### src/rtl/i2ct_pkg.sv
package i2ct_pkg;
  localparam int OWN2_SH = 8;
  localparam int OFF_CTRL = 0;
  localparam int OFF_OWN  = 1;
  localparam int OFF_DATA = 2;
  localparam int OFF_STLO = 3;
  localparam int OFF_STHI = 4;
  localparam int B_ADDR = 1;
  localparam int B_BTF  = 2;
  localparam int B_STOP = 4;
  localparam int B_RXNE = 6;
  localparam int B_TXE  = 7;
  localparam int B_AF   = 10;
  localparam int B_BUSY = 17;
  localparam int B_TRA  = 18;
  localparam int B_GC   = 20;
  localparam int B_DUAL = 23;
  typedef enum logic [2:0] {
    ST_IDLE, ST_ADDR, ST_HOLD, ST_ACK, ST_RX, ST_TX, ST_TACK, ST_WAIT
  } eng_st_e;
endpackage

### src/rtl/i2ct_bus_cond.sv
module i2ct_bus_cond (
  input  logic clk,
  input  logic rst,
  input  logic scl_i,
  input  logic sda_i,
  output logic start_o,
  output logic stop_o,
  output logic rise_o,
  output logic fall_o
);
  logic scl_q, sda_q;

  always_ff @(posedge clk) begin
    if (rst) begin
      scl_q <= 1'b1;
      sda_q <= 1'b1;
    end else begin
      scl_q <= scl_i;
      sda_q <= sda_i;
    end
  end

  // SDA edges while SCL is held high mark bus conditions
  assign start_o = scl_q & scl_i & sda_q & ~sda_i;
  assign stop_o  = scl_q & scl_i & ~sda_q & sda_i;
  assign rise_o  = scl_i & ~scl_q;
  assign fall_o  = ~scl_i & scl_q;
endmodule

### src/rtl/i2ct_addr_cmp.sv
module i2ct_addr_cmp #(
  parameter int AW = 7
) (
  input  logic [AW-1:0] addr_i,
  input  logic [AW-1:0] own1_i,
  input  logic [AW-1:0] own2_i,
  input  logic          dual_en_i,
  input  logic          gc_en_i,
  output logic          hit1_o,
  output logic          hit2_o,
  output logic          hitg_o
);
  logic is_gc;
  assign is_gc = (addr_i == '0) && gc_en_i;

  // general call wins, then primary, then second address
  always_comb begin
    hitg_o = is_gc;
    hit1_o = !is_gc && (addr_i == own1_i);
    hit2_o = !is_gc && (addr_i != own1_i) && dual_en_i && (addr_i == own2_i);
  end
endmodule

### src/rtl/i2ct_engine.sv
module i2ct_engine
  import i2ct_pkg::*;
#(
  parameter int DW = 8,
  parameter int AW = 7
) (
  input  logic          clk,
  input  logic          rst,
  input  logic          start_i,
  input  logic          stop_i,
  input  logic          rise_i,
  input  logic          fall_i,
  input  logic          sda_i,
  input  logic          ack_en_i,
  input  logic          gc_en_i,
  input  logic          dual_en_i,
  input  logic [AW-1:0] own1_i,
  input  logic [AW-1:0] own2_i,
  input  logic [DW-1:0] tx_byte_i,
  output logic          sda_oe,
  output logic          addr_ev,
  output logic          ev_rw,
  output logic          ev_h1,
  output logic          ev_h2,
  output logic          ev_hg,
  output logic          rx_ev,
  output logic [DW-1:0] rx_byte,
  output logic          load_ev,
  output logic          acked_ev,
  output logic          nack_ev
);
  localparam int CW = $clog2(DW);

  eng_st_e       st;
  logic [CW-1:0] cnt;
  logic [DW-1:0] sh;
  logic [DW-1:0] inb;
  logic          ack_drv, nxt_tx, last;
  logic          h1, h2, hg;

  assign inb  = {sh[DW-2:0], sda_i};
  assign last = (cnt == CW'(DW-1));

  i2ct_addr_cmp #(.AW(AW)) u_cmp (
    .addr_i(inb[DW-1:1]), .own1_i(own1_i), .own2_i(own2_i),
    .dual_en_i(dual_en_i), .gc_en_i(gc_en_i),
    .hit1_o(h1), .hit2_o(h2), .hitg_o(hg)
  );

  always_ff @(posedge clk) begin
    if (rst) begin
      st <= ST_IDLE; cnt <= '0; sh <= '0; ack_drv <= 1'b0; nxt_tx <= 1'b0;
      sda_oe <= 1'b0; addr_ev <= 1'b0; ev_rw <= 1'b0; ev_h1 <= 1'b0;
      ev_h2 <= 1'b0; ev_hg <= 1'b0; rx_ev <= 1'b0; rx_byte <= '0;
      load_ev <= 1'b0; acked_ev <= 1'b0; nack_ev <= 1'b0;
    end else begin
      addr_ev <= 1'b0; rx_ev <= 1'b0; load_ev <= 1'b0;
      acked_ev <= 1'b0; nack_ev <= 1'b0;
      if (stop_i) begin
        st <= ST_IDLE; sda_oe <= 1'b0;
      end else if (start_i) begin
        st <= ST_ADDR; cnt <= '0; sda_oe <= 1'b0;
      end else begin
        case (st)
          ST_ADDR, ST_RX: if (rise_i) begin
            sh  <= inb;
            cnt <= cnt + 1'b1;
            if (last) begin
              cnt <= '0;
              if (st == ST_ADDR) begin
                addr_ev <= 1'b1; ev_rw <= inb[0];
                ev_h1 <= h1; ev_h2 <= h2; ev_hg <= hg;
                if ((h1 | h2 | hg) && ack_en_i) begin
                  st <= ST_HOLD; ack_drv <= 1'b1; nxt_tx <= inb[0];
                end else begin
                  st <= ST_WAIT;
                end
              end else begin
                rx_ev <= 1'b1; rx_byte <= inb;
                st <= ST_HOLD; ack_drv <= ack_en_i; nxt_tx <= 1'b0;
              end
            end
          end
          ST_HOLD: if (fall_i) begin
            st <= ST_ACK; sda_oe <= ack_drv;
          end
          ST_ACK: if (fall_i) begin
            cnt <= '0;
            if (nxt_tx) begin
              st <= ST_TX; sh <= tx_byte_i; load_ev <= 1'b1;
              sda_oe <= ~tx_byte_i[DW-1];
            end else begin
              st <= ST_RX; sda_oe <= 1'b0;
            end
          end
          ST_TX: if (fall_i) begin
            if (last) begin
              st <= ST_TACK; sda_oe <= 1'b0; cnt <= '0;
            end else begin
              sh <= {sh[DW-2:0], 1'b0}; sda_oe <= ~sh[DW-2]; cnt <= cnt + 1'b1;
            end
          end
          ST_TACK: if (rise_i) begin
            if (sda_i) begin
              nack_ev <= 1'b1; st <= ST_WAIT;
            end else begin
              acked_ev <= 1'b1; st <= ST_ACK; nxt_tx <= 1'b1;
            end
          end
          default: ;
        endcase
      end
    end
  end
endmodule

### src/rtl/i2c_target_status.sv
module i2c_target_status
  import i2ct_pkg::*;
#(
  parameter int DW = 8,
  parameter int AW = 7,
  parameter int RW = 32,
  parameter int OW = 3
) (
  input  logic          clk,
  input  logic          rst,
  input  logic          scl_i,
  input  logic          sda_i,
  output logic          sda_oe,
  input  logic          reg_wr,
  input  logic          reg_rd,
  input  logic [OW-1:0] reg_addr,
  input  logic [RW-1:0] reg_wdata,
  output logic [RW-1:0] reg_rdata,
  output logic [RW-1:0] status
);
  localparam int HW = RW / 2;

  logic start, stop, rise, fall;
  logic addr_ev, ev_rw, ev_h1, ev_h2, ev_hg, rx_ev, load_ev, acked_ev, nack_ev;
  logic [DW-1:0] rx_byte, tx_buf, rx_buf;
  logic [AW-1:0] own1, own2;
  logic [2:0]    ctrl;
  logic f_addr, f_btf, f_stop, f_rxne, f_txe, f_af, f_busy, f_tra, f_gc, f_dual;
  logic lo_armed;
  logic [RW-1:0] rd_n;
  logic wr_ctrl, wr_own, wr_data, rd_lo, rd_hi, rd_data;
  logic unused_ok;

  assign unused_ok = ^reg_wdata[RW-1:OWN2_SH+AW];

  i2ct_bus_cond u_cond (
    .clk(clk), .rst(rst), .scl_i(scl_i), .sda_i(sda_i),
    .start_o(start), .stop_o(stop), .rise_o(rise), .fall_o(fall)
  );

  i2ct_engine #(.DW(DW), .AW(AW)) u_eng (
    .clk(clk), .rst(rst), .start_i(start), .stop_i(stop), .rise_i(rise),
    .fall_i(fall), .sda_i(sda_i), .ack_en_i(ctrl[0]), .gc_en_i(ctrl[1]),
    .dual_en_i(ctrl[2]), .own1_i(own1), .own2_i(own2), .tx_byte_i(tx_buf),
    .sda_oe(sda_oe), .addr_ev(addr_ev), .ev_rw(ev_rw), .ev_h1(ev_h1),
    .ev_h2(ev_h2), .ev_hg(ev_hg), .rx_ev(rx_ev), .rx_byte(rx_byte),
    .load_ev(load_ev), .acked_ev(acked_ev), .nack_ev(nack_ev)
  );

  assign wr_ctrl = reg_wr && (reg_addr == OW'(OFF_CTRL));
  assign wr_own  = reg_wr && (reg_addr == OW'(OFF_OWN));
  assign wr_data = reg_wr && (reg_addr == OW'(OFF_DATA));
  assign rd_lo   = reg_rd && (reg_addr == OW'(OFF_STLO));
  assign rd_hi   = reg_rd && (reg_addr == OW'(OFF_STHI));
  assign rd_data = reg_rd && (reg_addr == OW'(OFF_DATA));

  always_comb begin
    status = '0;
    status[B_ADDR] = f_addr; status[B_BTF]  = f_btf;  status[B_STOP] = f_stop;
    status[B_RXNE] = f_rxne; status[B_TXE]  = f_txe;  status[B_AF]   = f_af;
    status[B_BUSY] = f_busy; status[B_TRA]  = f_tra;  status[B_GC]   = f_gc;
    status[B_DUAL] = f_dual;
  end

  always_comb begin
    rd_n = '0;
    case (int'(reg_addr))
      OFF_CTRL: rd_n[2:0] = ctrl;
      OFF_OWN: begin
        rd_n[AW-1:0] = own1;
        rd_n[OWN2_SH +: AW] = own2;
      end
      OFF_DATA: rd_n[DW-1:0] = rx_buf;
      OFF_STLO: rd_n[HW-1:0] = status[HW-1:0];
      OFF_STHI: rd_n[HW-1:0] = status[RW-1:HW];
      default: ;
    endcase
  end

  always_ff @(posedge clk) begin
    if (rst) begin
      ctrl <= '0; own1 <= '0; own2 <= '0; tx_buf <= '0; rx_buf <= '0;
      reg_rdata <= '0; lo_armed <= 1'b0;
      f_addr <= 1'b0; f_btf <= 1'b0; f_stop <= 1'b0; f_rxne <= 1'b0; f_txe <= 1'b0;
      f_af <= 1'b0; f_busy <= 1'b0; f_tra <= 1'b0; f_gc <= 1'b0; f_dual <= 1'b0;
    end else begin
      // software side: stores and clear sequences
      if (wr_ctrl) begin
        ctrl <= reg_wdata[2:0];
        f_af <= 1'b0;
        if (lo_armed) f_stop <= 1'b0;
      end
      if (wr_own) begin
        own1 <= reg_wdata[AW-1:0];
        own2 <= reg_wdata[OWN2_SH +: AW];
      end
      if (wr_data) begin
        tx_buf <= reg_wdata[DW-1:0];
        f_txe <= 1'b0;
        f_btf <= 1'b0;
      end
      if (rd_hi && lo_armed) begin
        f_addr <= 1'b0; f_dual <= 1'b0; f_gc <= 1'b0;
      end
      if (rd_data) f_rxne <= 1'b0;
      if (reg_rd || reg_wr) lo_armed <= rd_lo;
      if (reg_rd) reg_rdata <= rd_n;
      // bus side: set events win over same-cycle clears
      if (start) begin
        f_busy <= 1'b1; f_tra <= 1'b0;
      end
      if (stop) begin
        f_busy <= 1'b0; f_tra <= 1'b0; f_stop <= 1'b1;
      end
      if (addr_ev) begin
        if (ev_hg) f_gc <= 1'b1;
        if (ev_h1) f_addr <= 1'b1;
        if (ev_h2) f_dual <= 1'b1;
        if ((ev_h1 || ev_h2) && ev_rw) begin
          f_tra <= 1'b1; f_txe <= 1'b1;
        end
      end
      if (rx_ev) begin
        f_rxne <= 1'b1; rx_buf <= rx_byte;
      end
      if (load_ev) f_txe <= 1'b1;
      if (acked_ev && f_txe) f_btf <= 1'b1;
      if (nack_ev) f_af <= 1'b1;
    end
  end
endmodule

### config.mk
export PLATFORM = sky130hd
export DESIGN_NAME = i2c_target_status
export DESIGN_NICKNAME = d
export VERILOG_FILES = /design/src/rtl/i2ct_pkg.sv /design/src/rtl/i2ct_bus_cond.sv /design/src/rtl/i2ct_addr_cmp.sv /design/src/rtl/i2ct_engine.sv /design/src/rtl/i2c_target_status.sv
export SDC_FILE = /design/constraint.sdc
export NUM_CORES = 1
export LEC_CHECK = 0
export BUFFER_PORTS_ARGS = -buffer_cell sky130_fd_sc_hd__buf_2
export CORE_MARGIN = 4
export CORE_UTILIZATION = 35
export DETAILED_ROUTE_END_ITERATION = 6
export HOLD_SLACK_MARGIN = 0.08
export PLACE_DENSITY = 0.62
export SYNTH_ARGS = -nofsm -noshare
export SYNTH_HDL_FRONTEND = slang
export SYNTH_SLANG_ARGS = --single-unit
### constraint.sdc
create_clock -name clk -period 2.6 [get_ports clk]
set_input_delay 0.13 -clock clk [delete_from_list [all_inputs] [get_ports clk]]
set_output_delay 0.13 -clock clk [all_outputs]
set_load 0.02 [all_outputs]
==> results of run 1 <==
report_power, final:
group | total, mW | switching, mW | internal, mW
Clock | 1.44 | 0.582 | 0.856
Combinational | 0.261 | 0.176 | 0.0847
Sequential | 1.49 | 0.0286 | 1.46
Total | 3.19 | 0.787 | 2.40
how the worst max path moves through the flow:
stage,start,slack [ps],depth (start not counted),endpoint
after detailed placement,u_eng.cnt[0]$_SDFFE_PP0P_,510,6,u_eng.rx_byte[0]$_SDFFE_PP0P_
after floorplan,u_eng.cnt[0]$_SDFFE_PP0P_,910,8,u_eng.sh[3]$_SDFFE_PP0P_
after global routing,u_eng.st[0]$_SDFFE_PP0P_,250,5,u_eng.sh[6]$_SDFFE_PP0P_
after CTS,u_eng.st[0]$_SDFFE_PP0P_,490,5,u_eng.sh[2]$_SDFFE_PP0P_
after global placement,u_eng.st[0]$_SDFFE_PP0P_,580,5,u_eng.sh[2]$_SDFFE_PP0P_
final,u_eng.st[0]$_SDFFE_PP0P_,470,5,u_eng.sh[2]$_SDFFE_PP0P_
cell families after synthesis:
family / after synthesis / share of synthesized area
mux: 38 / 0.08533
buf+inv: 95 / 0.1244
compound gates: 103 / 0.1424
flops: 94 / 0.4048
simple gates: 201 / 0.2067
xor+xnor: 16 / 0.03015
fa+ha+maj: 2 / 0.005383
other cells: 1 / 0.0008068
sequential cells by signal, indices dropped and copies added, names as in the netlist, 3 cells and up:
register       flops
reg_rdata         15
tx_buf             8
u_eng.cnt          3
rx_buf             8
own1               7
own2               7
u_eng.rx_byte      8
u_eng.sh           7
ctrl               3
u_eng.st           3
routing by layer:
metal  track usage  part of all wire
met4       0.05536             0.016
met5             0                 0
met3       0.03660             0.070
met2        0.2321              0.45
met1        0.2022              0.46
critical path, stage by stage, from the launching register on:
cell and delay [ps]:
dfxtp_1 720, nand3b_1 180, o22a_1 270, a22oi_2 530, nor2_1 100, a211oi_1 230
placed cells by master (no fill, tap or decap), types with 12 or more instances in the layout:
cell type / instances
dfxtp_1: 94
nor2_1: 69
nand2_1: 60
a21oi_1: 49
buf_2: 49
conb_1: 39
mux2i_1: 34
dlygate4sd3_1: 15
nor2b_1: 14
nand3_1: 12
area by class of cell:
cell class | count | area (um^2)
clock buffers | 9 | 225.2
clock inverters | 7 | 102.6
fillers | 1272 | 7597
inverters | 9 | 33.78
multi-input cells | 399 | 2331
flip-flops and latches | 94 | 1882
well taps | 172 | 215.2
repair buffers | 68 | 437.9
what timing repair did:
action                    in CTS  in global routing
setup buffers                  0                  0
gates resized for setup        0                  0
hold buffers                  15                  0
hold endpoints to repair      21                  0
metrics by stage:
step | hold slack (ps) | util | instances
2_1_floorplan | 266.0 | - | 588
5_1_grt | 129.4 | 0.4076 | 758
4_1_cts | 112.2 | 0.4076 | 758
3_3_place_gp | 379.4 | 0.3703 | 727
6_report | 122.4 | 0.4076 | 758
3_5_place_dp | 384.5 | 0.3703 | 727
==> results by group, run 1 <==
Yosys
  – Synth warn: 0
  – Area leader, netlist: dfxtp_1
  – Mean Syn Cell Area: approximately 8.5 um^2
  – Async SR Flop Fraction: 0
  – Most common cell in the netlist: dfxtp_1
  – Post-synth top cells: 94 x dfxtp_1, 69 x nor2_1, 60 x nand2_1
  – Top cell type's share of synthesized area: 0.4048
  – Gate Count Post-Synth: 550
  – Synthesized flop and latch total: between 90 and 100
  – Synth area leaders: dfxtp_1 40%, buf_4 8.6%, mux2i_1 7.3%
  – Number of flops mapped to enable cells by yosys: 0
  – Post-Syn Area: roughly 4600 um^2
  – Post-synthesis sequential area ratio: 0.4048
  – Top FF cell, synth: dfxtp_1
  – Netlist cell types: a little under 60

Min path
  – Sink of the worst hold path: lo_armed$_SDFFE_PP0P_
  – Hold Crit Depth: 3
  – Hold wc startpoint: reg_wr
  – Worst Hold Class: in -> reg

Cells and area
  – Area growth syn-to-layout: 12.46%
  – Share of layout cells above drive strength 1: 0.1399
  – Diode count: 0
  – Final instance area: approximately 5200 um^2
  – Final #Nets: approximately 620

STA
  – Worst-Margin Slew: ~670 ps
  – Fin crit share: 0.8188
  – RSZ-0062 raised after global routing: no
  – Final TNS setup: 0 ps
  – Worst relative slew slack: 0.5557
  – Worst Slack Setup Final: approximately 470 ps
  – F_max: 0.4697 GHz
  – Final Max Tran Viols: 0
  – Final setup viols: 0
  – Skew final: between 8 and 9 ps
  – Fin crit period: 2129 ps
  – Hold Violations, Final: 0

Placement
  – Port bufs: slightly below 50
  – Pre-CTS setup slack: between 500 and 600 ps
  – Cell Area, Placed: about 4700 um^2
  – Detailed Place HPWL: a little over 8000 um
  – Routability Congestion: between 0.8 and 0.9

Pwr
  – Power, Total: between 3 and 4 mW
  – P_leak: about 2.2 nW
  – Power per cell area: between 600 and 700 nW/um^2
  – Peak VDD IR: 0.3107 mV

Floorplan
  – Core ar.: 12,820 um^2
  – Die W: ~120 um
  – # IOs: around 110
  – Initial Util: 0.3624
  – Die height: ~120 um
  – # rows: 41
  – Die area: approximately 15,000 um^2

Run status
  – Status: finished, final reports clean

Route
  – TritonRoute pass-1 iters: 5
  – Routed vias/inst: 5.016
  – Vias: between 3,000 and 4,000
  – Drt drc: 0
  – Routed wire length per instance: ~15 um
  – Initial DRC count: around 300
  – Total Wirelength: 11,310 um
  – Antenna violation net count after detailed routing: 0

Global routing
  – Global-route wire length before repair: about 18,000 um
  – Gr usage total: 0.1497
  – Largest net degree at the start of global routing: 56
  – Initial antenna violation count: 0
  – Total gr overflow: 0
  – Vias in the first global route: roughly 3,500

Critical path
  – Reg2reg start: u_eng.st[0]$_SDFFE_PP0P_
  – Reg2reg end: u_eng.sh[2]$_SDFFE_PP0P_
  – Reg2Reg Depth: 5
  – CP endpoint kind: flip-flop
  – CP max FO: 16
  – Startpoint Class: flip-flop
  – R2r setup slk: around 470 ps
  – Required @ worst endpoint: 2850 ps
  – WP data arrival: ~2400 ps
  – Crit Path Class: reg -> reg

Clock tree
  – CTS root buf: clkbuf_16
  – CTS H-tree depth: 3
  – Bufs on Longest Clock Path: 2
  – CTS sink cnt: 94
  – CTS buffer count: 9
  – Clock transition at path regs: 70 ps
  – CTS tree: done
  – Skew-Pair Late Insertion Delay: between 300 and 400 ps

Job
  – Max cap viols: 0
Note: power is estimated with default switching activity, not from simulation.
==> run 2: changes to the inputs <==
- PLACE_DENSITY: 0.62 -> 0.64
- clock period: 2.6 -> 1.9 ns (I/O delays scaled with it)
==> results by group, run 2 (same netlist as run 1, synthesis figures left out) <==
Run status
  – Status: finished, final reports clean

Min path
  – Hold wc startpoint: sda_i
  – Worst Hold Class: in -> reg
  – Hold Crit Depth: 3
  – Sink of the worst hold path: u_eng.nack_ev$_SDFF_PP0_

Global routing
  – Global-route wire length before repair: ~19,000 um
  – Vias in the first global route: around 3,700
  – Initial antenna violation count: 0
  – Total gr overflow: 0
  – Gr usage total: 0.1568
  – Largest net degree at the start of global routing: 37

STA
  – Skew final: a little over 6 ps
  – F_max: 0.5550 GHz
  – Fin crit period: about 1800 ps
  – Final Max Tran Viols: 0
  – Hold Violations, Final: 0
  – Worst hold margin: ~120 ps
  – Worst-Margin Slew: between 500 and 600 ps
  – Worst relative slew slack: 0.6569
  – Final TNS setup: 0 ps
  – Final setup viols: 0
  – Fin crit share: 0.9484

Cells and area
  – Reg with most FFs: reg_rdata
  – Diode count: 0
  – Final instance area: around 5300 um^2
  – Area growth syn-to-layout: 14.54%
  – Most common cell after layout, fill and taps aside: dfxtp_1
  – Share of layout cells above drive strength 1: 0.1722
  – Most frequent cells in the layout: 91 x dfxtp_1, 69 x nor2_1, 60 x nand2_1
  – Max FFs per register: 15
  – Util after Layout: 0.4151
  – Final #Nets: ~640

Route
  – TritonRoute pass-1 iters: 4
  – Antenna violation net count after detailed routing: 0
  – Routed wire length per instance: approximately 15 um
  – Vias: 3,776
  – Total Wirelength: approximately 12,000 um
  – Drt drc: 0
  – Routed vias/inst: 4.866
  – Initial DRC count: 248

Clock tree
  – CTS H-tree depth: 3
  – CTS tree: done
  – Bufs on Longest Clock Path: 2
  – Post-CTS setup buffer count: 0
  – Skew-Pair Late Insertion Delay: approximately 340 ps
  – CTS sink cnt: 94
  – CTS root buf: clkbuf_16
  – Clock transition at path regs: ~70 ps
  – CTS buffer count: 9

Critical path
  – Reg2reg start: u_eng.sh[4]$_SDFFE_PP0P_
  – Required @ worst endpoint: about 2200 ps
  – R2r setup slk: between 90 and 100 ps
  – Reg2Reg Depth: 5
  – Worst Setup SP: u_eng.sh[4]$_SDFFE_PP0P_
  – CP max FO: 6
  – CP endpoint kind: flip-flop
  – Startpoint Class: flip-flop
  – Reg2reg end: u_eng.ev_h1$_SDFFE_PP0P_
  – Crit Path Class: reg -> reg
  – WP data arrival: slightly above 2000 ps

Floorplan
  – # rows: 41
  – Die W: approximately 120 um
  – # IOs: between 100 and 150
  – Die height: about 120 um
  – Die area: between 15,000 and 20,000 um^2
  – Core ar.: 12,820 um^2
  – Initial Util: 0.3624

Pwr
  – Peak VDD IR: ~0.43 mV
  – Power, Total: ~4.1 mW
  – Power per cell area: 760.8 nW/um^2
  – P_leak: 2.200 nW

Placement
  – Port bufs: 49
  – Routability Congestion: slightly below 0.9
  – Cell Area, Placed: about 4900 um^2
  – Detailed Place HPWL: between 8000 and 9000 um

Job
  – Max cap viols: 0
-- run 2: cell types whose count changed in the layout (fill, tap and decap cells not counted), sizes merged --
| cell | before | now |
|---|---|---|
| inv | 12 | 10 |
| clkbuf | 9 | 11 |
| dlygate4sd3 | 15 | 16 |
| buf | 53 | 70 |
| bufinv | 2 | 0 |
| clkinvlp | 0 | 2 |
-- run 2: what timing repair did --
item,CTS,global route
resized for setup,0,8
hold buffers,16,0
endpoints found under the setup margin,0,19
endpoints found under the hold margin,25,0
-- run 2: area by class of cell --
type                       instances  area [um^2]
timing repair buffer              86        563.0
inverter                           9        33.78
clock buffer                      11        232.7
tap                              172        215.2
sequential                        94         1886
fill                            1319         7501
multi-input combinational        399         2360
clock inverter                     5        33.78
-- run 2: where the power goes --
| part | switching (mW) | leakage [nW] | internal, mW |
|---|---|---|---|
| sequential | 0.0335 | 0.760 | 2.00 |
| clock | 0.752 | 0.126 | 0.888 |
| combinational | 0.250 | 1.31 | 0.130 |
-- run 2: how the worst max path moves through the flow --
stage | endpoint | slack (ps) | depth (start not counted)
final | u_eng.ev_h1$_SDFFE_PP0P_ | 100 | 5
after global routing | u_eng.st[0]$_SDFFE_PP0P_ | -20 | 7
after CTS | u_eng.cnt[0]$_SDFFE_PP0P_ | 6 | 5
after detailed placement | u_eng.cnt[0]$_SDFFE_PP0P_ | 40 | 5
after global placement | u_eng.st[0]$_SDFFE_PP0P_ | 140 | 7
after floorplan | u_eng.sh[3]$_SDFFE_PP0P_ | 210 | 8
-- run 2: layer usage --
metal	vias to the layer above	global-route usage	share of wire
li1	1885	-	-
met1	1753	0.2132	0.47
met2	120	0.2450	0.45
met3	18	0.02928	0.055
met4	0	0.06436	0.023
met5	-	0	0
-- run 2: stage by stage --
step	worst slack [ps]	std cells
floorplan	211.4	588
global placement	141.2	744
detailed placement	36.53	744
CTS	5.635	776
global route	-20.23	776
finish	98.13	776
-- run 2: critical path, stage by stage, from the launching register on --
cell and delay [ps]:
dfxtp_1 500, xnor2_1 160, nand4_1 140, or4_1 460, or3_1 330, a21oi_1 140
==> run 3: changes to the inputs <==
- GPL_TIMING_DRIVEN: default -> 0
- RECOVER_POWER: default -> 25
==> results by group, run 3 (same netlist as run 1, synthesis figures left out) <==
Clock tree
  – Bufs on Longest Clock Path: 2
  – CTS sink cnt: between 90 and 100
  – CTS root buf: clkbuf_16
  – CTS tree: done
  – Skew-Pair Late Insertion Delay: around 350 ps
  – CTS buffer count: 9
  – CTS H-tree depth: 3
  – Clock transition at path regs: roughly 70 ps

Critical path
  – CP max FO: 4
  – Crit Path Class: reg -> reg
  – Crit path buffers/inverters: 0
  – Cell Chain, Critical Path: xnor2_1, nand4_1, o41ai_4, nor2_2, o311a_1
  – Required @ worst endpoint: about 2100 ps
  – Critical path depth: 5
  – Critical Path Slowest Stage Cell: dfxtp_1
  – Reg2Reg Depth: 5
  – CP endpoint kind: flip-flop
  – Max incr delay on CP: 460 ps
  – Worst Setup SP: own1[4]$_SDFFE_PP0P_
  – End of the critical path: u_eng.st[0]$_SDFFE_PP0P_
  – Top delay family on crit path: compound AO/OA/AOI/OAI gates
  – Startpoint Class: flip-flop
  – Reg2reg start: own1[4]$_SDFFE_PP0P_
  – Reg2reg end: u_eng.st[0]$_SDFFE_PP0P_
  – WP data arrival: between 2000 and 2500 ps
  – R2r setup slk: approximately 63 ps

STA
  – Fin crit period: about 1800 ps
  – Final setup viols: 0
  – Final Max Tran Viols: 0
  – Worst-Margin Slew: between 700 and 800 ps
  – F_max: 0.5444 GHz
  – Skew final: approximately 9 ps
  – Fin crit share: 0.9668
  – Hold Violations, Final: 0
  – Worst relative slew slack: 0.4931

Route
  – TritonRoute pass-1 iters: 6
  – Antenna violation net count after detailed routing: 0
  – Drt drc: 0
  – Vias: just over 4,000
  – Total Wirelength: between 10,000 and 15,000 um
  – Initial DRC count: roughly 340
  – Routed vias/inst: approximately 4.9
  – Routed wire length per instance: between 15 and 20 um

Cells and area
  – Area growth syn-to-layout: 23.85%
  – Share of layout cells above drive strength 1: 0.1916
  – Util after Layout: 0.4489
  – Diode count: 0
  – Most frequent cells in the layout: 93 x dfxtp_1, 68 x nor2_1, 60 x nand2_1
  – Final #Nets: 706
  – Max FFs per register: 15
  – Reg with most FFs: reg_rdata
  – Most common cell after layout, fill and taps aside: dfxtp_1

Run status
  – Status: finished, final reports clean

Min path
  – Worst Hold Class: in -> reg

Floorplan
  – Die area: between 15,000 and 20,000 um^2
  – Core ar.: approximately 13,000 um^2
  – Die height: roughly 120 um
  – # rows: 41
  – Initial Util: 0.3624
  – Die W: approximately 120 um
  – # IOs: 106

Global routing
  – Gr usage total: 0.1695
  – Vias in the first global route: 3,846
  – Global-route wire length before repair: slightly below 20,000 um
  – Initial antenna violation count: 0
  – Largest net degree at the start of global routing: 18
  – Total gr overflow: 0

Placement
  – Routability Congestion: roughly 0.90
  – Detailed Place HPWL: ~9600 um
  – Port bufs: 48

Pwr
  – Peak VDD IR: between 0.4 and 0.5 mV
  – Power, Total: between 4 and 5 mW
  – P_leak: roughly 2.4 nW
  – Power per cell area: between 700 and 800 nW/um^2

Job
  – Max cap viols: 0
## run 3: final cells by class
type | count | area (um^2)
fill | 1316 | 7068
multi-input combinational | 399 | 2379
sequential | 94 | 1883
buffer | 85 | 554.3
timing repair buffer | 65 | 380.4
clock buffer | 10 | 239.0
tap | 172 | 215.2
clock inverter | 6 | 72.57
inverter | 9 | 33.78
## run 3: routing by layer
layer	track usage	vias to the layer above	wire length, um
met4	0.06436	0	273
met1	0.2331	1894	5848
li1	-	2025	-
met5	0	-	0
met3	0.03248	17	782
met2	0.2637	149	5833
## run 3: metrics by stage
step | hold slack (ps) | instances | setup TNS, ps | setup WS (ps) | cell area (um^2)
6_report | 136.6 | 840 | 0 | 63.08 | 5757
2_1_floorplan | 231.0 | 588 | 0 | 211.4 | 4791
3_3_place_gp | 344.7 | 808 | -743.5 | -79.56 | 5246
5_1_grt | 151.5 | 840 | -0.7565 | -0.5451 | 5757
3_5_place_dp | 344.6 | 808 | -1373 | -146.8 | 5246
4_1_cts | 120.4 | 841 | 0 | 35.38 | 5754
## run 3: where the power goes
group / leakage (nW) / internal, mW / switching [mW]
sequential: 0.760 / 2.00 / 0.0262
combinational: 1.49 / 0.188 / 0.285
clock: 0.156 / 1.08 / 0.815
## run 3: how the worst min path moves through the flow
stage / start / endpoint / depth (start not counted)
2_1_floorplan: reg_wdata[0] / tx_buf[0]$_SDFFE_PP0P_ / 2
3_3_place_gp: reg_wdata[8] / own2[0]$_SDFFE_PP0P_ / 3
3_5_place_dp: reg_wdata[10] / own2[2]$_SDFFE_PP0P_ / 3
4_1_cts: scl_i / u_cond.scl_q$_SDFF_PP1_ / 3
5_1_grt: scl_i / u_cond.scl_q$_SDFF_PP1_ / 3
6_report: scl_i / u_cond.scl_q$_SDFF_PP1_ / 3
## run 3: what timing repair did
item,CTS,global route
hold buffers,16,0
setup buffers,1,0
endpoints found under the setup margin,18,14
hold endpoints to repair,26,0
resized for setup,5,17
pin swaps,1,6
## run 3: tightest hold or removal path, cell delays in order
cell	delay [ps]
buf_2	90
buf_4	150
or2_2	110
